File: src/rtl/irq_rt_pkg.sv
package irq_rt_pkg;
    localparam int DATA_W    = 64;
    localparam int OFF_SHIFT = 6;
    localparam int IDX_PEND  = 0;
    localparam int IDX_MASK0 = 4;
    localparam int IDX_ROUT0 = 8;

    typedef enum logic [1:0] {
        ACC_8  = 2'd0,
        ACC_16 = 2'd1,
        ACC_32 = 2'd2,
        ACC_64 = 2'd3
    } acc_size_e;

    typedef enum logic [1:0] {
        SEL_NONE = 2'd0,
        SEL_PEND = 2'd1,
        SEL_MASK = 2'd2,
        SEL_ROUT = 2'd3
    } sel_e;
endpackage

File: src/rtl/irq_rt_decode.sv
module irq_rt_decode
    import irq_rt_pkg::*;
#(
    parameter int NUM_CPU = 4,
    parameter int ADDR_W  = 10,
    localparam int CPU_W  = (NUM_CPU > 1) ? $clog2(NUM_CPU) : 1
) (
    input  logic              write_i,
    input  logic [1:0]        size_i,
    input  logic [ADDR_W-1:0] addr_i,
    output sel_e              sel_o,
    output logic [CPU_W-1:0]  cpu_o,
    output logic              legal_o,
    output logic              half_o
);
    int idx;

    always_comb begin
        idx     = int'(addr_i[ADDR_W-1:OFF_SHIFT]);
        sel_o   = SEL_NONE;
        cpu_o   = '0;
        legal_o = 1'b0;
        half_o  = 1'b0;
        if (idx == IDX_PEND) begin
            sel_o = SEL_PEND;
            if (!write_i && size_i == ACC_64) begin
                legal_o = 1'b1;
            end else if (!write_i && size_i == ACC_32) begin
                legal_o = 1'b1;
                half_o  = 1'b1;
            end
        end
        for (int k = 0; k < NUM_CPU; k++) begin
            if (idx == IDX_MASK0 + k) begin
                sel_o   = SEL_MASK;
                cpu_o   = CPU_W'(k);
                legal_o = (size_i == ACC_64);
            end
            if (idx == IDX_ROUT0 + k) begin
                sel_o   = SEL_ROUT;
                cpu_o   = CPU_W'(k);
                legal_o = (size_i == ACC_64) && !write_i;
            end
        end
    end
endmodule

File: src/rtl/irq_rt_pend.sv
module irq_rt_pend #(
    parameter int NUM_SRC = 64
) (
    input  logic [NUM_SRC-1:0] pend_i,
    input  logic [NUM_SRC-1:0] post_i,
    input  logic [NUM_SRC-1:0] clr_i,
    output logic [NUM_SRC-1:0] pend_o,
    output logic               spur_o
);
    always_comb begin
        pend_o = (pend_i & ~clr_i) | post_i;
        spur_o = |(clr_i & ~pend_i & ~post_i);
    end
endmodule

File: src/rtl/irq_rt_steer.sv
module irq_rt_steer #(
    parameter int NUM_CPU = 4,
    parameter int NUM_SRC = 64
) (
    input  logic [NUM_CPU-1:0][NUM_SRC-1:0] mask_i,
    input  logic [NUM_SRC-1:0]              pend_i,
    output logic [NUM_CPU-1:0][NUM_SRC-1:0] routed_o,
    output logic [NUM_CPU-1:0]              any_o
);
    for (genvar g = 0; g < NUM_CPU; g++) begin : g_cpu
        assign routed_o[g] = mask_i[g] & pend_i;
        assign any_o[g]    = |routed_o[g];
    end
endmodule

File: src/rtl/dev_irq_router.sv
module dev_irq_router
    import irq_rt_pkg::*;
#(
    parameter int NUM_SRC = 64,
    parameter int NUM_CPU = 4,
    parameter int ADDR_W  = 10
) (
    input  logic                       clk,
    input  logic                       rst_n,
    input  logic [NUM_SRC-1:0]         src_post_i,
    input  logic [NUM_SRC-1:0]         src_clr_i,
    input  logic                       req_valid_i,
    input  logic                       req_write_i,
    input  logic [1:0]                 req_size_i,
    input  logic [ADDR_W-1:0]          req_addr_i,
    input  logic [63:0]                req_wdata_i,
    output logic                       rsp_valid_o,
    output logic                       rsp_err_o,
    output logic [63:0]                rsp_rdata_o,
    output logic [NUM_CPU*NUM_SRC-1:0] routed_o,
    output logic [NUM_CPU-1:0]         irq_o,
    output logic                       spur_o
);
    localparam int CPU_W = (NUM_CPU > 1) ? $clog2(NUM_CPU) : 1;

    typedef struct packed {
        logic [NUM_SRC-1:0]              pend;
        logic [NUM_CPU-1:0][NUM_SRC-1:0] mask;
        logic [NUM_CPU-1:0][NUM_SRC-1:0] rout;
        logic [NUM_CPU-1:0]              irq;
        logic                            spur;
        logic                            rsp_v;
        logic                            rsp_e;
        logic [DATA_W-1:0]               rdata;
    } state_t;

    state_t state_d, state_q;

    sel_e             sel;
    logic [CPU_W-1:0] sel_cpu;
    logic             legal;
    logic             half;
    logic             mask_wr;

    logic [NUM_SRC-1:0]              pend_nx;
    logic                            spur_nx;
    logic [NUM_CPU-1:0][NUM_SRC-1:0] mask_nx;
    logic [NUM_CPU-1:0][NUM_SRC-1:0] rout_nx;
    logic [NUM_CPU-1:0]              any_nx;

    logic [NUM_SRC-1:0]              pend_vis;
    logic [NUM_CPU*NUM_SRC-1:0]      mask_vis;

    irq_rt_decode #(.NUM_CPU(NUM_CPU), .ADDR_W(ADDR_W)) u_dec (
        .write_i (req_write_i),
        .size_i  (req_size_i),
        .addr_i  (req_addr_i),
        .sel_o   (sel),
        .cpu_o   (sel_cpu),
        .legal_o (legal),
        .half_o  (half)
    );

    irq_rt_pend #(.NUM_SRC(NUM_SRC)) u_pend (
        .pend_i (state_q.pend),
        .post_i (src_post_i),
        .clr_i  (src_clr_i),
        .pend_o (pend_nx),
        .spur_o (spur_nx)
    );

    assign mask_wr = req_valid_i && req_write_i && legal && (sel == SEL_MASK);

    always_comb begin
        mask_nx = state_q.mask;
        if (mask_wr) begin
            mask_nx[sel_cpu] = req_wdata_i[NUM_SRC-1:0];
        end
    end

    irq_rt_steer #(.NUM_CPU(NUM_CPU), .NUM_SRC(NUM_SRC)) u_steer (
        .mask_i   (mask_nx),
        .pend_i   (pend_nx),
        .routed_o (rout_nx),
        .any_o    (any_nx)
    );

    always_comb begin
        logic [DATA_W-1:0] pend_ext;
        state_d       = state_q;
        pend_ext      = DATA_W'(state_q.pend);
        state_d.pend  = pend_nx;
        state_d.mask  = mask_nx;
        state_d.rout  = rout_nx;
        state_d.irq   = any_nx;
        state_d.spur  = spur_nx;
        state_d.rsp_v = req_valid_i;
        state_d.rsp_e = req_valid_i && !legal;
        state_d.rdata = '0;
        if (req_valid_i && legal && !req_write_i) begin
            unique case (sel)
                SEL_PEND: state_d.rdata = half ? {32'd0, pend_ext[31:0]} : pend_ext;
                SEL_MASK: state_d.rdata = DATA_W'(state_q.mask[sel_cpu]);
                SEL_ROUT: state_d.rdata = DATA_W'(state_q.rout[sel_cpu]);
                default:  state_d.rdata = '0;
            endcase
        end
    end

    always_ff @(posedge clk or negedge rst_n) begin
        if (!rst_n) begin
            state_q <= '0;
        end else begin
            state_q <= state_d;
        end
    end

    assign pend_vis    = state_q.pend;
    assign mask_vis    = state_q.mask;
    assign rsp_valid_o = state_q.rsp_v;
    assign rsp_err_o   = state_q.rsp_e;
    assign rsp_rdata_o = state_q.rdata;
    assign routed_o    = state_q.rout;
    assign irq_o       = state_q.irq;
    assign spur_o      = state_q.spur;
endmodule

File: config.mk
export PLATFORM = sky130hd
export DESIGN_NAME = dev_irq_router
export DESIGN_NICKNAME = d
export VERILOG_FILES = /design/src/rtl/irq_rt_pkg.sv /design/src/rtl/irq_rt_decode.sv /design/src/rtl/irq_rt_pend.sv /design/src/rtl/irq_rt_steer.sv /design/src/rtl/dev_irq_router.sv
export SDC_FILE = /design/constraint.sdc
export NUM_CORES = 1
export LEC_CHECK = 0
export CORE_ASPECT_RATIO = 2
export CORE_MARGIN = 2
export CORE_UTILIZATION = 54
export CTS_BUF_LIST = sky130_fd_sc_hd__clkbuf_8
export CTS_CLUSTER_SIZE = 28
export DETAILED_ROUTE_END_ITERATION = 10
export GPL_ROUTABILITY_DRIVEN = 0
export PLACE_DENSITY = 0.82
export SLEW_MARGIN = 20
export SYNTH_ARGS = -nofsm -noshare
export SYNTH_HDL_FRONTEND = slang
export SYNTH_SLANG_ARGS = --single-unit
export TNS_END_PERCENT = 10
File: constraint.sdc
create_clock -name clk -period 3.1 [get_ports clk]
set_input_delay 0.31 -clock clk [delete_from_list [all_inputs] [get_ports clk]]
set_output_delay 0.31 -clock clk [all_outputs]
set_load 0.01 [all_outputs]
==> qor.csv <==
stage,metric,value,unit
floorplan,fp-row-count,118,
clock_tree,htree_num_levels,3,
sta,rsz0062_at_grt,true,
critical_path,timing.critical_path.from_type,primary input,
layout,finalNetCount,3386,
routing,dr.pass1.iters,8,
clock_tree,clkSlewWorstSetupHoldPaths,70,ps
critical_path,worst-r2r-cell-count,8,
run_status,violations,negative setup slack,
synth,synth_ff_type,sky130_fd_sc_hd__dfrtp_1,
sta,setup_viol,1,
critical_path,rrSetupSlack,120,ps
clock_tree,clock_tree.buffer_depth,3,
layout,area_growth,37.9,%
critical_path,crit_fanout,33,
critical_path,regToRegEndpoint,irq_o[0]$_DFF_PN0_,
critical_path,cp.required,3680,ps
sta,fin_skew,39.2,ps
floorplan,floorplan.initialDensity,0.545,
sta,timing.max_slew.rel_slack,0.175,
floorplan,die_y,327,um
critical_path,r2r-start,pend_vis[59]$_DFF_PN0_,
flow_run,max-cap-violations,0,
routing,antenna_violating_nets_post_route,0,
clock_tree,number_of_cts_inserted_buffers,86,
synth,synth-seq-area-share,0.575,
synth,synthTopCellsByArea,"sky130_fd_sc_hd__dfrtp_1, sky130_fd_sc_hd__mux2_2, sky130_fd_sc_hd__mux2i_1",
placed_design,portBuffers,528,
hold_path,hold_path.class,in2async,
synth,synth_top_area_frac,0.575,
sta,drv_slew,0,
layout,n_fill_cell,3328,
clock_tree,worst_skew_pair.late_latency,710,ps
critical_path,worstSetupStartpoint,req_addr_i[7],
synth,mappedNetlistArea,28200,sq um
sta,setup_slack,-38.1,ps
routing,drt_wl_total,120,mm
clock_tree,tritoncts,done,
routing,drc,0,
sta,timing_hold_violations_final,0,
critical_path,worstPathArrival,3720,ps
power_and_ir_drop,vdd.ir_drop.worst,411,uV
global_route,via_count_of_the_first_global_routing_pass,27200,
run_status,status,"complete, but fails checks",
power_and_ir_drop,cellPowerDensity,455,nW/um^2
floorplan,i_o_pin_cnt,535,
synth,post_synth_inst_count,2365,
critical_path,worstSetupEndpoint,irq_o[2]$_DFF_PN0_,
critical_path,timing.critical_path.to_type,flip-flop,
clock_tree,clockRootBuffer,sky130_fd_sc_hd__clkbuf_8,
power_and_ir_drop,power.total,17700,uW
global_route,groute.usage.overall,0.446,
floorplan,die_area,54100,sq um
synth,synth.ff_latch_count,647,
sta,achievable-frequency,0.319,GHz
routing,detailroute.via_count,26000,
sta,tightestPinTransition,1230,ps
critical_path,critPathKind,in2reg,
synth,postSynthNetCount,2577,
global_route,number_of_antenna_violations_at_the_first_check_in_global_routing,21,
global_route,sum_of_overflow_across_all_layers_after_global_routing,0,
sta,post-route-min-period,3140,ps
floorplan,die_w,165,um
floorplan,core,51700,sq um
global_route,grt_start_max_net_pins,138,
layout,post_route_cells_drive_above_1_share,0.231,
synth,synth_largest_area_cell,sky130_fd_sc_hd__dfrtp_1,
sta,post-route-period-util,1.01,
routing,avgViaCountPerCell,6.66,
power_and_ir_drop,total_leakage_power,0.0197,uW
synth,ys_async_sr_fraction,1.00,
global_route,global_route_wire_length_before_repair,174,mm
synth,number_of_different_library_cells_in_the_post_synthesis_netlist,43,
clock_tree,tritoncts_num_sinks,647,
routing,detailedRoute.firstIterationViolations,3536,
placed_design,dpl.hpwl,83.8,mm
layout,final_core_util,0.751,
routing,final_routed_wire_length_divided_by_cell_count,30.8,um
synth,synth_edf_count,0,
synth,synthesized_area_per_cell,11.9,sq um
synth,synth.yosys.warnings,0,
synth_stat cells, types with 2 or more instances:
cell and n:
sky130_fd_sc_hd__a221o_1 32, sky130_fd_sc_hd__or2_2 4, sky130_fd_sc_hd__ha_1 4, sky130_fd_sc_hd__nor3b_1 6, sky130_fd_sc_hd__o221ai_1 96, sky130_fd_sc_hd__mux2_1 4, sky130_fd_sc_hd__a22oi_1 97, sky130_fd_sc_hd__nand3_1 2
sky130_fd_sc_hd__a21oi_1 5, sky130_fd_sc_hd__nor4_1 72, sky130_fd_sc_hd__buf_2 32, sky130_fd_sc_hd__inv_1 80, sky130_fd_sc_hd__o22ai_1 3, sky130_fd_sc_hd__a21o_1 54, sky130_fd_sc_hd__nor2_1 120, sky130_fd_sc_hd__nand2_1 287
sky130_fd_sc_hd__dfrtp_1 647, sky130_fd_sc_hd__nor3_1 57, sky130_fd_sc_hd__and2_1 108, sky130_fd_sc_hd__nor2b_1 6, sky130_fd_sc_hd__o21ai_0 14, sky130_fd_sc_hd__clkbuf_1 93, sky130_fd_sc_hd__a222oi_1 63, sky130_fd_sc_hd__nand2b_1 4
sky130_fd_sc_hd__o32ai_1 4, sky130_fd_sc_hd__or4_1 7, sky130_fd_sc_hd__mux2_2 240, sky130_fd_sc_hd__o2111ai_4 2, sky130_fd_sc_hd__o211a_1 2, sky130_fd_sc_hd__buf_6 3, sky130_fd_sc_hd__nand4_1 20, sky130_fd_sc_hd__buf_1 7
sky130_fd_sc_hd__mux2i_1 180
final cells by class:
cell class / instances / area (sq um) / share of cell area
multi-input combinational: 1502 / 11400 / 0.295
antenna: 13 / 32.5 / 0.000838
timing repair buffer: 857 / 8300 / 0.214
clock inverter: 52 / 333 / 0.00857
sequential: 647 / 16200 / 0.417
clock buffer: 101 / 1390 / 0.0358
tap: 660 / 826 / 0.0213
inverter: 80 / 303 / 0.00780
power by group:
part / internal, uW / total (uW) / switching, uW
Combinational: 904 / 2210 / 1310
Clock: 3240 / 6600 / 3360
Sequential: 8660 / 8870 / 209
Total: 12800 / 17700 / 4880
what timing repair did:
item | in CTS | in global routing
setup endpoints to repair | 4 | 3
gates cloned | 3 | 0
hold buffers | 1 | 0
pin swaps | 11 | 1
endpoints found under the hold margin | 232 | 0
setup buffers | 18 | 0
gates resized for setup | 46 | 4
cells by family after synthesis:
group / count (synthesis) / synth area share
adder cells (fa/ha/maj): 4 / 0.00178
flip-flops: 647 / 0.575
multiplexers: 424 / 0.162
AND/OR/NAND/NOR: 699 / 0.118
buffers and inverters: 216 / 0.0312
AO/OA/AOI/OAI: 375 / 0.113
sequential cells by signal, indices dropped and copies added (netlist names):
name	cells
mask_vis	256
routed_o	256
pend_vis	64
rsp_rdata_o	64
irq_o	4
rsp_err_o	1
rsp_valid_o	1
spur_o	1
layout by cell type (no fill, tap or decap), types with 8 or more instances in the layout:
cell	Yosys	layout
sky130_fd_sc_hd__nor4_2	0	16
sky130_fd_sc_hd__a22oi_1	97	97
sky130_fd_sc_hd__nor4_1	72	51
sky130_fd_sc_hd__a21o_1	54	54
sky130_fd_sc_hd__mux2i_1	180	179
sky130_fd_sc_hd__clkbuf_8	0	102
sky130_fd_sc_hd__nor2_1	120	116
sky130_fd_sc_hd__nand4_1	20	20
sky130_fd_sc_hd__clkdlybuf4s50_1	0	523
sky130_fd_sc_hd__mux2_2	240	240
sky130_fd_sc_hd__and2_1	108	108
sky130_fd_sc_hd__diode_2	0	13
sky130_fd_sc_hd__buf_4	1	284
sky130_fd_sc_hd__nor3_1	57	51
sky130_fd_sc_hd__inv_1	80	107
sky130_fd_sc_hd__a221o_1	32	32
sky130_fd_sc_hd__nand2_1	287	286
sky130_fd_sc_hd__o221ai_1	96	96
sky130_fd_sc_hd__a222oi_1	63	63
sky130_fd_sc_hd__o21ai_0	14	14
sky130_fd_sc_hd__clkinv_2	0	8
sky130_fd_sc_hd__dfrtp_1	647	647
sky130_fd_sc_hd__buf_12	0	33
worst min path at each step:
stage / slack [ps] / depth (start not counted) / endpoint
3_3_place_gp: 230 / 1 / routed_o[9]$_DFF_PN0_
2_1_floorplan: 10 / 0 / irq_o[0]$_DFF_PN0_
4_1_cts: 110 / 2 / mask_vis[7]$_DFF_PN0_
3_5_place_dp: 230 / 1 / mask_vis[7]$_DFF_PN0_
5_1_grt: 130 / 2 / mask_vis[7]$_DFF_PN0_
6_report: 110 / 2 / mask_vis[7]$_DFF_PN0_
metal layers:
| metal | vias up | routed length (um) | track usage |
|---|---|---|---|
| li1 | 10300 | - | - |
| met1 | 12700 | 37100 | 0.483 |
| met2 | 2256 | 55400 | 0.689 |
| met5 | - | 99 | 0 |
| met4 | 16 | 13800 | 0.391 |
| met3 | 765 | 14000 | 0.149 |
worst max-delay path: stages:
cell,delay (ps)
sky130_fd_sc_hd__clkdlybuf4s50_1,550
sky130_fd_sc_hd__and4b_4,330
sky130_fd_sc_hd__o211a_4,210
sky130_fd_sc_hd__nand3_4,150
sky130_fd_sc_hd__buf_12,210
sky130_fd_sc_hd__mux2i_1,200
sky130_fd_sc_hd__nor4_1,710
sky130_fd_sc_hd__buf_4,230
sky130_fd_sc_hd__nand4_1,210
sky130_fd_sc_hd__or4_1,520
stage by stage:
stage / worst slack, ps / cells / TNS [ps] / hold slack [ps] / cell area [sq um]
CTS: 95.6 / 3898 / 0 / 105 / 38700
detailed placement: -1120 / 3725 / -22910 / 228 / 36500
floorplan: 174 / 2365 / 0 / 14.4 / 28200
finish: -38.1 / 3912 / -38.1 / 111 / 38800
global route: -3.62 / 3909 / -3.62 / 132 / 38800
global placement: -1060 / 3725 / -20460 / 225 / 36500
No activity file was read; power rests on OpenSTA's default activity.
